File: src/rtl/bus_seq_pkg.sv
package bus_seq_pkg;

  typedef enum logic [2:0] {
    ST_IDLE  = 3'd0,
    ST_LDX   = 3'd1,
    ST_LDH   = 3'd2,
    ST_LDF   = 3'd3,
    ST_LDP   = 3'd4,
    ST_DONE  = 3'd5
  } seqState_t;

  typedef struct packed {
    logic drvX;
    logic drvF;
    logic drvG;
    logic drvH;
    logic drvP;
    logic ldA;
    logic ldB;
  } ctrlStrobes_t;

  localparam ctrlStrobes_t STROBES_NONE = '0;

endpackage

File: src/rtl/bus_seq_ctrl.sv
module bus_seq_ctrl
  import bus_seq_pkg::*;
(
  input  logic         clk,
  input  logic         rst,
  input  logic         start,
  input  logic         stop,
  output ctrlStrobes_t strobes,
  output logic         done
);

  seqState_t stateQ, stateD;
  ctrlStrobes_t stepStrobes;

  always_ff @(posedge clk) begin
    if (rst) stateQ <= ST_IDLE;
    else     stateQ <= stateD;
  end

  // Next state: stop wins over everything, start only counts in idle.
  always_comb begin
    stateD = stateQ;
    if (stop) begin
      stateD = ST_IDLE;
    end else begin
      unique case (stateQ)
        ST_IDLE: if (start) stateD = ST_LDX;
        ST_LDX:  stateD = ST_LDH;
        ST_LDH:  stateD = ST_LDF;
        ST_LDF:  stateD = ST_LDP;
        ST_LDP:  stateD = ST_DONE;
        ST_DONE: stateD = ST_IDLE;
        default: stateD = ST_IDLE;
      endcase
    end
  end

  // One source and one destination per step; h reaches B before A is reused.
  always_comb begin
    stepStrobes = STROBES_NONE;
    unique case (stateQ)
      ST_LDX: begin stepStrobes.drvX = 1'b1; stepStrobes.ldA = 1'b1; end
      ST_LDH: begin stepStrobes.drvH = 1'b1; stepStrobes.ldB = 1'b1; end
      ST_LDF: begin stepStrobes.drvF = 1'b1; stepStrobes.ldA = 1'b1; end
      ST_LDP: begin stepStrobes.drvP = 1'b1; stepStrobes.ldB = 1'b1; end
      default: stepStrobes = STROBES_NONE;
    endcase
  end

  // A stop in the current cycle suppresses the pending load.
  assign strobes = stop ? STROBES_NONE : stepStrobes;
  assign done    = (stateQ == ST_DONE);

endmodule

File: src/rtl/bus_seq_dpath.sv
module bus_seq_dpath
  import bus_seq_pkg::*;
#(
  parameter int DATA_W     = 8,
  parameter int F_ADD      = 1,
  parameter int H_SHIFT    = 1,
  parameter int G_MASK     = 8'hA5
) (
  input  logic              clk,
  input  logic              rst,
  input  ctrlStrobes_t      strobes,
  input  logic [DATA_W-1:0] xIn,
  output logic [DATA_W-1:0] regA,
  output logic [DATA_W-1:0] regB,
  output logic [DATA_W-1:0] busData
);

  localparam int NUM_SRC = 5;
  localparam logic [DATA_W-1:0] F_CONST = DATA_W'(F_ADD);
  localparam logic [DATA_W-1:0] G_CONST = DATA_W'(G_MASK);

  logic [DATA_W-1:0] aQ, bQ;
  logic [DATA_W-1:0] fOut, gOut, hOut, pOut;
  logic [NUM_SRC-1:0] srcSel;
  logic [DATA_W-1:0] srcVal [NUM_SRC];

  // Placeholder function units.
  assign fOut = aQ + F_CONST;
  assign gOut = aQ ^ G_CONST;
  assign hOut = aQ << H_SHIFT;
  assign pOut = aQ ^ bQ;

  assign srcSel    = {strobes.drvP, strobes.drvH, strobes.drvG, strobes.drvF, strobes.drvX};
  assign srcVal[0] = xIn;
  assign srcVal[1] = fOut;
  assign srcVal[2] = gOut;
  assign srcVal[3] = hOut;
  assign srcVal[4] = pOut;

  // AND-OR bus: undriven reads zero, one-hot select passes one source.
  logic [DATA_W-1:0] gated [NUM_SRC];
  genvar gi;
  generate
    for (gi = 0; gi < NUM_SRC; gi++) begin : g_src
      assign gated[gi] = srcVal[gi] & {DATA_W{srcSel[gi]}};
    end
  endgenerate

  always_comb begin
    busData = '0;
    for (int i = 0; i < NUM_SRC; i++) busData = busData | gated[i];
  end

  always_ff @(posedge clk) begin
    if (rst) begin
      aQ <= '0;
      bQ <= '0;
    end else begin
      if (strobes.ldA) aQ <= busData;
      if (strobes.ldB) bQ <= busData;
    end
  end

  assign regA = aQ;
  assign regB = bQ;

endmodule

File: src/rtl/bus_seq_top.sv
module bus_seq_top
  import bus_seq_pkg::*;
#(
  parameter int DATA_W  = 8,
  parameter int F_ADD   = 1,
  parameter int H_SHIFT = 1,
  parameter int G_MASK  = 8'hA5
) (
  input  logic              clk,
  input  logic              rst,
  input  logic              start,
  input  logic              stop,
  input  logic [DATA_W-1:0] xIn,
  output logic              selX,
  output logic              selF,
  output logic              selG,
  output logic              selH,
  output logic              selP,
  output logic              loadA,
  output logic              loadB,
  output logic              done,
  output logic [DATA_W-1:0] regA,
  output logic [DATA_W-1:0] regB,
  output logic [DATA_W-1:0] busData
);

  ctrlStrobes_t strobes;

  bus_seq_ctrl u_ctrl (
    .clk     (clk),
    .rst     (rst),
    .start   (start),
    .stop    (stop),
    .strobes (strobes),
    .done    (done)
  );

  bus_seq_dpath #(
    .DATA_W  (DATA_W),
    .F_ADD   (F_ADD),
    .H_SHIFT (H_SHIFT),
    .G_MASK  (G_MASK)
  ) u_dpath (
    .clk     (clk),
    .rst     (rst),
    .strobes (strobes),
    .xIn     (xIn),
    .regA    (regA),
    .regB    (regB),
    .busData (busData)
  );

  assign selX  = strobes.drvX;
  assign selF  = strobes.drvF;
  assign selG  = strobes.drvG;
  assign selH  = strobes.drvH;
  assign selP  = strobes.drvP;
  assign loadA = strobes.ldA;
  assign loadB = strobes.ldB;

endmodule

File: config.mk
export PLATFORM = sky130hd
export DESIGN_NAME = bus_seq_top
export DESIGN_NICKNAME = d
export VERILOG_FILES = /design/src/rtl/bus_seq_pkg.sv /design/src/rtl/bus_seq_ctrl.sv /design/src/rtl/bus_seq_dpath.sv /design/src/rtl/bus_seq_top.sv
export SDC_FILE = /design/constraint.sdc
export NUM_CORES = 1
export LEC_CHECK = 0
export BUFFER_PORTS_ARGS = -buffer_cell sky130_fd_sc_hd__clkbuf_2
export CAP_MARGIN = 5
export CELL_PAD_IN_SITES_DETAIL_PLACEMENT = 0
export CELL_PAD_IN_SITES_GLOBAL_PLACEMENT = 1
export CORE_MARGIN = 2
export CORE_UTILIZATION = 35
export CTS_CLUSTER_DIAMETER = 120
export DETAILED_ROUTE_END_ITERATION = 10
export GPL_TIMING_DRIVEN = 1
export PLACE_DENSITY = 0.79
export SLEW_MARGIN = 20
export SYNTH_ARGS = -nofsm -noshare
export SYNTH_HDL_FRONTEND = slang
export SYNTH_SLANG_ARGS = --single-unit
File: constraint.sdc
create_clock -name clk -period 2.15 [get_ports clk]
set_input_delay 0.1075 -clock clk [delete_from_list [all_inputs] [get_ports clk]]
set_output_delay 0.1075 -clock clk [all_outputs]
set_load 0.005 [all_outputs]
---- After elaboration in Yosys (flattened, before gate mapping) ----
Index checks and enable logic that the tools add are counted.
cells by class
  reduce and logical (&&, ||, !) cells .... 4
  add/subtract/negate cells ............... 1
  eq/ne operators ......................... 6
  multiplexer cells ....................... 9
  bitwise gates (word level) .............. 11
operator list
  kind                 number
  $and 8x8->8          5
  $or 8x8->8           4
  $pmux 3 s5           1
  $add 8x1->8 const B  1
  $xor 8x8->8          1
  $mux 7               1
  $eq 3x2->1 const B   2
  $eq 3x3->1 const B   2
  $mux 1               6
  $reduce_or 2->1      3
  $not 4->4            1
  $eq 3x1->1 const B   1
  $logic_not 3->1      1
  $mux 3               1
  $ne 2x2->1 const B   1
word-level totals
  logic and storage cells ................. 34
  output and inout port bits .............. 32
  input bits .............................. 12
  bits in registers ....................... 19

---- Logic depth before layout (Yosys ltp) ----
Gate-level depths: netlist (run 1).
  depth after elaboration ................. 9
  gate-level depth with buffers ........... 8
  mapped depth without buffers ............ 6

---- Modules after synthesis ----
Synthesis (run 1) repeated with hierarchy kept, for this count alone.
second synthesis, totals
  cell total of the unflattened synthesis .. 147
  area, all modules ....................... 1173.6 um2
modules (own cells, without submodules)
  module         times used  cells each  area each (um2)  seq. area each (um2)
  bus_seq_dpath  1           122         960.9            320.3
  bus_seq_ctrl   1           25          212.7            60.1

---- Least setup slack after synthesis (run 1) ----
Ideal clock, no wire load.
  kind .................................... reg2reg
  start point ............................. register u_ctrl.stateQ[2]
  end point ............................... register u_dpath.bQ[7] (netlist: u_dpath.regB[7])
  buffers on the path ..................... 2
  path slack .............................. 0.458 ns
  stages on the path, launching flop included .. 9
  period minus slack after synthesis ...... 1.692 ns
  setup time .............................. 0.086 ns
  data required time ...................... 2.064 ns
  arrival time ............................ 1.606 ns
  cells stage by stage .................... dfxtp_1 -> or4b_1 -> buf_2 -> clkinv_2 -> buf_6 -> nor2_2 -> clkinv_4 -> o21ai_1 -> a211oi_1
on the way
  elaborated cells between the ends (all ways) .. 19
  classes of those cells .................. eq/ne: 4; mux: 6; bitwise: 8; reduce/logical: 1
RTL lines
  item                    line                 RTL
  from (decl)             bus_seq_ctrl.sv:12   seqState_t stateQ, stateD;
  from (signal assigned)  bus_seq_ctrl.sv:17   else stateQ <= stateD;
  $eq 3x3->1              bus_seq_ctrl.sv:41   unique case (stateQ)
  $mux 1                  bus_seq_ctrl.sv:41
  $mux 7                  bus_seq_ctrl.sv:51   assign strobes = stop ? STROBES_NONE : stepStrobes;
  net selP                bus_seq_top.sv:18    output logic selP,
  $and 8x8->8             bus_seq_dpath.sv:45  assign gated[gi] = srcVal[gi] & {DATA_W{srcSel[gi]}};
  $or 8x8->8              bus_seq_dpath.sv:51  for (int i = 0; i < NUM_SRC; i++) busData = busData | gated[i];
  to (signal assigned)    bus_seq_dpath.sv:60  if (strobes.ldB) bQ <= busData;
  to (decl)               bus_seq_dpath.sv:22  logic [DATA_W-1:0] aQ, bQ;
The timed path passes the listed nets, and every way through them passes these cells.
A chain may end at the register's enable or synchronous reset.

---- Worst setup path in the final report (run 1) ----
  start point ............................. register u_ctrl.stateQ[0]
  end point ............................... output busData[5]
on the way
  word-level cells in the longest chain between the ends .. 8
  elaborated cells between the ends (all ways) .. 17
  classes of those cells .................. eq/ne: 4; mux: 5; bitwise: 8
ends and longest elaborated chain
  item                                             line                 RTL
  $eq 3x1->1 / $eq 3x2->1 (equally long branches)  bus_seq_ctrl.sv:41
  $mux 1                                           bus_seq_ctrl.sv:41
  $mux 7 *                                         bus_seq_ctrl.sv:51
  $and 8x8->8                                      bus_seq_dpath.sv:45
  $or 8x8->8 (3 in a row)                          bus_seq_dpath.sv:51
  $or 8x8->8 *                                     bus_seq_dpath.sv:51
  to (decl)                                        bus_seq_top.sv:24    output logic [DATA_W-1:0] busData
Mark *: on every way between the ends. The rest lies on a longest branch, timed or not.

==> results of run 1 <==
==> worst max-delay path: stages (launching register included) <==
cell and delay, ns:
dfxtp_1 0.36, or4b_4 0.60, buf_4 0.19, o21ai_0 0.19
o2bb2ai_2 0.11, nand2_1 0.07, clkbuf_2 0.10
==> cell usage after synthesis, drive strengths merged (3+ instances only) <==
cell type,n,share of area
dfxtp,19,0.31
nor2,17,0.054
a21oi,10,0.044
inv,8,0.025
nand2,7,0.022
o21ai,7,0.029
a211oi,6,0.041
buf,6,0.032
clkbuf,5,0.015
a311oi,4,0.029
nand3b,4,0.025
o221ai,4,0.029
a22o,3,0.022
clkinv,3,0.014
mux2i,3,0.025
xnor2,3,0.022
==> power breakdown <==
group	switching, mW	total, mW	internal [mW]
combinational	0.0460	0.0851	0.0392
sequential	0.0137	0.373	0.359
clock	0.119	0.192	0.0725
==> cells by family (layout without fill, tap and decap cells) <==
family                   count (synthesis)  after routing  synth area share
AO/OA/AOI/OAI                           51             51             0.310
AND/OR/NAND/NOR                         47             47             0.217
buffers and inverters                   22             62            0.0863
flip-flops                              19             19             0.312
XOR/XNOR                                 5              5            0.0360
multiplexers                             3              3            0.0247
adder cells (fa/ha/maj)                  1              1            0.0103
other                                    1              1           0.00308
==> per-layer routing <==
| metal | wire length [microns] | vias up | global-route usage |
|---|---|---|---|
| li1 | - | 626 | - |
| met1 | 1750 | 626 | 0.264 |
| met2 | 1690 | 39 | 0.286 |
| met3 | 198 | 5 | 0.0414 |
| met4 | 68 | 0 | 0.0861 |
| met5 | 0 | - | 0 |
==> worst max path at each step <==
| stage | end | cells past startpoint | slack [ns] | from |
|---|---|---|---|---|
| floorplan | u_dpath.regB[7]$_SDFFE_PP0P_ | 8 | 0.46 | u_ctrl.stateQ[2]$_SDFFE_PP0P_ |
| global placement | busData[2] | 6 | 0.30 | u_ctrl.stateQ[2]$_SDFFE_PP0P_ |
| detailed placement | busData[2] | 6 | 0.20 | u_ctrl.stateQ[2]$_SDFFE_PP0P_ |
| CTS | busData[3] | 6 | 0.02 | u_ctrl.stateQ[2]$_SDFFE_PP0P_ |
| global route | busData[5] | 6 | -0.001 | u_ctrl.stateQ[0]$_SDFFE_PP0P_ |
| finish | busData[5] | 6 | 0.10 | u_ctrl.stateQ[0]$_SDFFE_PP0P_ |
==> per-stage QoR <==
| stage | hold WS (ns) | worst slack [ns] | TNS, ns | instance area (sq um) |
|---|---|---|---|---|
| finish | 0.0751 | 0.104 | 0 | 1530 |
| global route | 0.0644 | -0.00140 | -0.00140 | 1530 |
| CTS | 0.0723 | 0.0158 | 0 | 1510 |
| detailed placement | 0.388 | 0.200 | 0 | 1470 |
| global placement | 0.374 | 0.300 | 0 | 1470 |
| floorplan | 0.264 | 0.458 | 0 | 1220 |
==> state kept, by name, indices dropped and copies added (netlist names) <==
| register | cells |
|---|---|
| u_dpath.regB | 8 |
| u_ctrl.stateQ | 3 |
| u_dpath.regA | 8 |
==> cell type report <==
class,instances,share of cell area
inverter,11,0.0345
tap,46,0.0377
clock buffer,4,0.0172
timing repair buffer,47,0.162
multi-input combinational,108,0.496
sequential,19,0.252
==> results.md, run 1 <==
* Postcts setup bufs at 0
* Initial antenna violation count at 0
* ANT nets after route at 0
* Multi-input gate area in the final layout at 757 sq um
* Synth Instances at 149
* Max rail drop VDD at 0.000216 V
* Register-to-Register Path Depth at 5
* Seq cells post-synth at 19
* CTS buffer count at 3
* PwrDens at 426 mW/mm^2
* Rows at 21
* Initial Util at 0.365
* Hold Crit Class: in2reg
* Leak Pwr at 0.672 nW
* Cells after DPL at 231
* Share of layout cells above drive strength 1 at 0.360
* Top FF cell, synth: dfxtp_1
* Vias in the first global route at 1187
* Worst Setup End Kind: output port
* Minimum clock period at 2.05 ns
* GR Overflow Total at 0
* Commonest non-fill, non-tap cells in the layout: clkbuf_2 (42), nor2_1 (16), dfxtp_1 (16)
* Final setup fails at 0
* Core ar. at 0.00334 sq mm
* Max Clock Freq at 0.489 GHz
* Non-Filler Instances at 235
* Final number of hold-violating endpoints at 0
* First-pass GRT wire length at 6.02 mm
* Cell variety after synth at 53
* ANT cells at 0
* CP required at 2.04 ns
* Worst R2R Setup Slack at 0.35 ns
* Sequential share of the synthesized area at 0.312
* Count of input and output buffers at 42
* Worst Hold Launch: start
* Period utilization at 0.952
* Async SR Flop Fraction at 0
* Most common cell after layout, fill and taps aside: clkbuf_2
* FF+latch area at 384 sq um
* Final nets at 203
* Cell Area, Synth at 0.00122 sq mm
* Slew headroom at 0.590
* Via count at 1296
* DIE HEIGHT at 63.0 microns
* Kind of critical path: reg2out
* Area delta synth->final at 25.3%
* Hold Path End: u_ctrl.stateQ[0]$_SDFFE_PP0P_
* Final core utilization at 0.457
* Largest net degree at the start of global routing at 21
* Crit path max fanout at 6
* Die area at 0.00397 sq mm
* PostCTS Resize Cnt at 4
* Cell count of the worst hold path at 3
* Reg2reg end: u_dpath.regA[5]$_SDFFE_PP0P_
* Post-CTS Hold Fix Bufs at 0
* Drt wl/cell at 15.8 microns
* Syn Area/Cell at 8.17 sq um
* Vias/cell at 5.51
* Final WL at 3.71 mm
* Clk root buf: clkbuf_4
* CTS tree: done
* Worst Skew at 0.00436 ns
* Htree depth at 1
* DRC at 0
* Final RePlAce weighted congestion at 0.861
* Arr. time, crit path at 1.94 ns
* Clk Latency, worst-skew pair at 0.31 ns
* Final Power at 0.650 mW
* Reg-to-Reg Start: u_ctrl.stateQ[0]$_SDFFE_PP0P_
* I/O Pins at 44
* Syn_nets at 162
* HPWL after DPL at 2.65 mm
* Clk pin slew, worst setup/hold paths at 0.11 ns
* Type of origin of the critical path: flip-flop
* Post-synth EDFFs at 0
* Status: finished clean
* First-pass iteration count of the detailed router at 4
* Yosys warns at 0
* Max Buffers Root-to-Sink at 2
* Num Clock Sinks at 19
* Starting DRT DRC Count at 78
* Fin. max-slew vios at 0
* GRT Util Overall at 0.192
* Die Width at 63.0 microns
* Max-cap violation count at 0
* Filler Cell Count at 365
* Worst Max-Slew Pin Slew at 0.609 ns
No activity file was read; power rests on OpenSTA's default activity.
==> run 2, diff against run 1 <==
CORE_UTILIZATION = 37   (was 35)
PLACE_DENSITY = 0.83   (was 0.79)
clock period = 2.45 ns   (was 2.15 ns; I/O delays follow)
==> run 2 against run 1 <==
Die area is 5.1% lower. Highest routed layer unchanged. Flip-flop and latch count stayed put. Combinational power is 22% lower. Critical path type unchanged. Cell count is 2.1% lower. First-iteration DRC count is 9.0% higher. Via count is 1.6% lower. Core utilization is 1.6 points higher.
==> results.md, run 2 (synthesized netlist as in run 1, its figures left out) <==
* GRT Util Overall at 0.196
* Final setup fails at 0
* Initial Util at 0.392
* Crit-path cells: or4b_1 > clkinv_2 > a221o_1 > a22oi_1 > inv_1 > clkbuf_2
* Register-to-Register Path Depth at 5
* Num Clock Sinks at 19
* CP required at 2.33 ns
* Core ar. at 0.00310 sq mm
* Fin. max-slew vios at 0
* DIE HEIGHT at 61.4 microns
* Clk pin slew, worst setup/hold paths at 0.11 ns
* Rows at 20
* Area delta synth->final at 20.7%
* Vias in the first global route at 1186
* Status: finished clean
* Filler Cell Count at 342
* Largest net degree at the start of global routing at 21
* Worst R2R Setup Slack at 0.54 ns
* Worst Max-Slew Pin Slew at 0.501 ns
* RSZ-0062 raised after global routing: false
* Final Power at 0.557 mW
* PostCTS Resize Cnt at 0
* Count of input and output buffers at 42
* CTS buffer count at 3
* Final number of hold-violating endpoints at 0
* GR Overflow Total at 0
* Max-cap violation count at 0
* Period utilization at 0.900
* HPWL after DPL at 2.47 mm
* ANT cells at 0
* Clk root buf: clkbuf_4
* ANT nets after route at 0
* Slowest CP cell: dfxtp_1
* Max rail drop VDD at 0.000188 V
* Final RePlAce weighted congestion at 0.777
* Share of layout cells above drive strength 1 at 0.317
* Leak Pwr at 0.655 nW
* Critical Path Start: u_ctrl.stateQ[0]$_SDFFE_PP0P_
* Arr. time, crit path at 2.08 ns
* Commonest non-fill, non-tap cells in the layout: clkbuf_2 (42), dfxtp_1 (18), nor2_1 (16)
* Type of origin of the critical path: flip-flop
* Starting DRT DRC Count at 85
* Most common cell after layout, fill and taps aside: clkbuf_2
* Drt wl/cell at 14.5 microns
* Crit path max fanout at 11
* I/O Pins at 44
* Setup tns final at 0 ns
* Worst hold margin at 0.104 ns
* Reg2reg end: u_dpath.regA[3]$_SDFFE_PP0P_
* Die area at 0.00377 sq mm
* Via count at 1275
* Postcts setup bufs at 0
* Worst Skew at 0.00644 ns
* Max Buffers Root-to-Sink at 2
* Final nets at 200
* Post-CTS Hold Fix Bufs at 0
* Vias/cell at 5.54
* Die Width at 61.4 microns
* Hold Crit Class: in2reg
* First-pass GRT wire length at 5.53 mm
* Initial antenna violation count at 0
* Minimum clock period at 2.21 ns
* DRC at 0
* PwrDens at 379 mW/mm^2
* Clk Latency, worst-skew pair at 0.30 ns
* Htree depth at 1
* CP max stage delay at 0.53 ns
* Reg-to-Reg Start: u_ctrl.stateQ[0]$_SDFFE_PP0P_
* Slew headroom at 0.663
* Max Clock Freq at 0.453 GHz
* CP Capture Point: busData[3]
* First-pass iteration count of the detailed router at 4
* Final WL at 3.33 mm
* CTS tree: done
* Worst Setup End Kind: output port
* Kind of critical path: reg2out
[run 2: cell count changes in the layout (fill, tap and decap cells not counted), moves of 2 or more]
| cell | previous run | this run |
|---|---|---|
| a22oi_1 | 0 | 2 |
| dfxtp_2 | 3 | 1 |
| dfxtp_1 | 16 | 18 |
| buf_4 | 5 | 2 |
| a22oi_2 | 2 | 0 |
[run 2: report_power, final]
group / switching (mW) / internal, mW
registers: 0.0134 / 0.315
clock network: 0.101 / 0.0608
logic: 0.0352 / 0.0309
[run 2: area by class of cell]
class                           instances  area (sq um)  area share
Multi-Input combinational cell        108           732       0.498
Clock buffer                            3          22.5      0.0153
Inverter                               11          47.5      0.0324
Clock inverter                          1          5.00     0.00341
Tap cell                               44          55.1      0.0375
Sequential cell                        19           382       0.260
Timing Repair Buffer                   44           225       0.153
[run 2: per-layer routing]
metal,track usage,part of all wire,vias up,wire [microns]
li1,-,-,628,-
met1,0.262,0.47,606,1550
met2,0.318,0.47,36,1560
met3,0.0378,0.054,5,181
met4,0.0669,0.012,0,40
met5,0,0,-,0
[run 2: how the worst min path moves through the flow]
stage	from	to	slack (ns)	cells after the start
2_1_floorplan	stop	u_ctrl.stateQ[0]$_SDFFE_PP0P_	0.29	3
3_3_place_gp	start	u_ctrl.stateQ[0]$_SDFFE_PP0P_	0.39	3
3_5_place_dp	start	u_ctrl.stateQ[0]$_SDFFE_PP0P_	0.41	3
4_1_cts	start	u_ctrl.stateQ[0]$_SDFFE_PP0P_	0.1	3
5_1_grt	start	u_ctrl.stateQ[0]$_SDFFE_PP0P_	0.13	3
6_report	start	u_ctrl.stateQ[0]$_SDFFE_PP0P_	0.10	3
[run 2: per-stage QoR]
step,setup WS (ns),cell area (sq um),instances,utilization
3_3_place_gp,0.548,1440,226,0.464
5_1_grt,0.0569,1470,230,0.473
2_1_floorplan,0.758,1220,149,-
6_report,0.244,1470,230,0.473
4_1_cts,0.112,1470,230,0.473
3_5_place_dp,0.455,1440,226,0.464
[run 2: critical path, delay by kind of cell (launching register included)]
kind	cells	cell delay (ns)
flip-flops	1	0.53
buffers and inverters	3	0.38
AND/OR/NAND/NOR	1	0.22
AO/OA/AOI/OAI	2	0.67
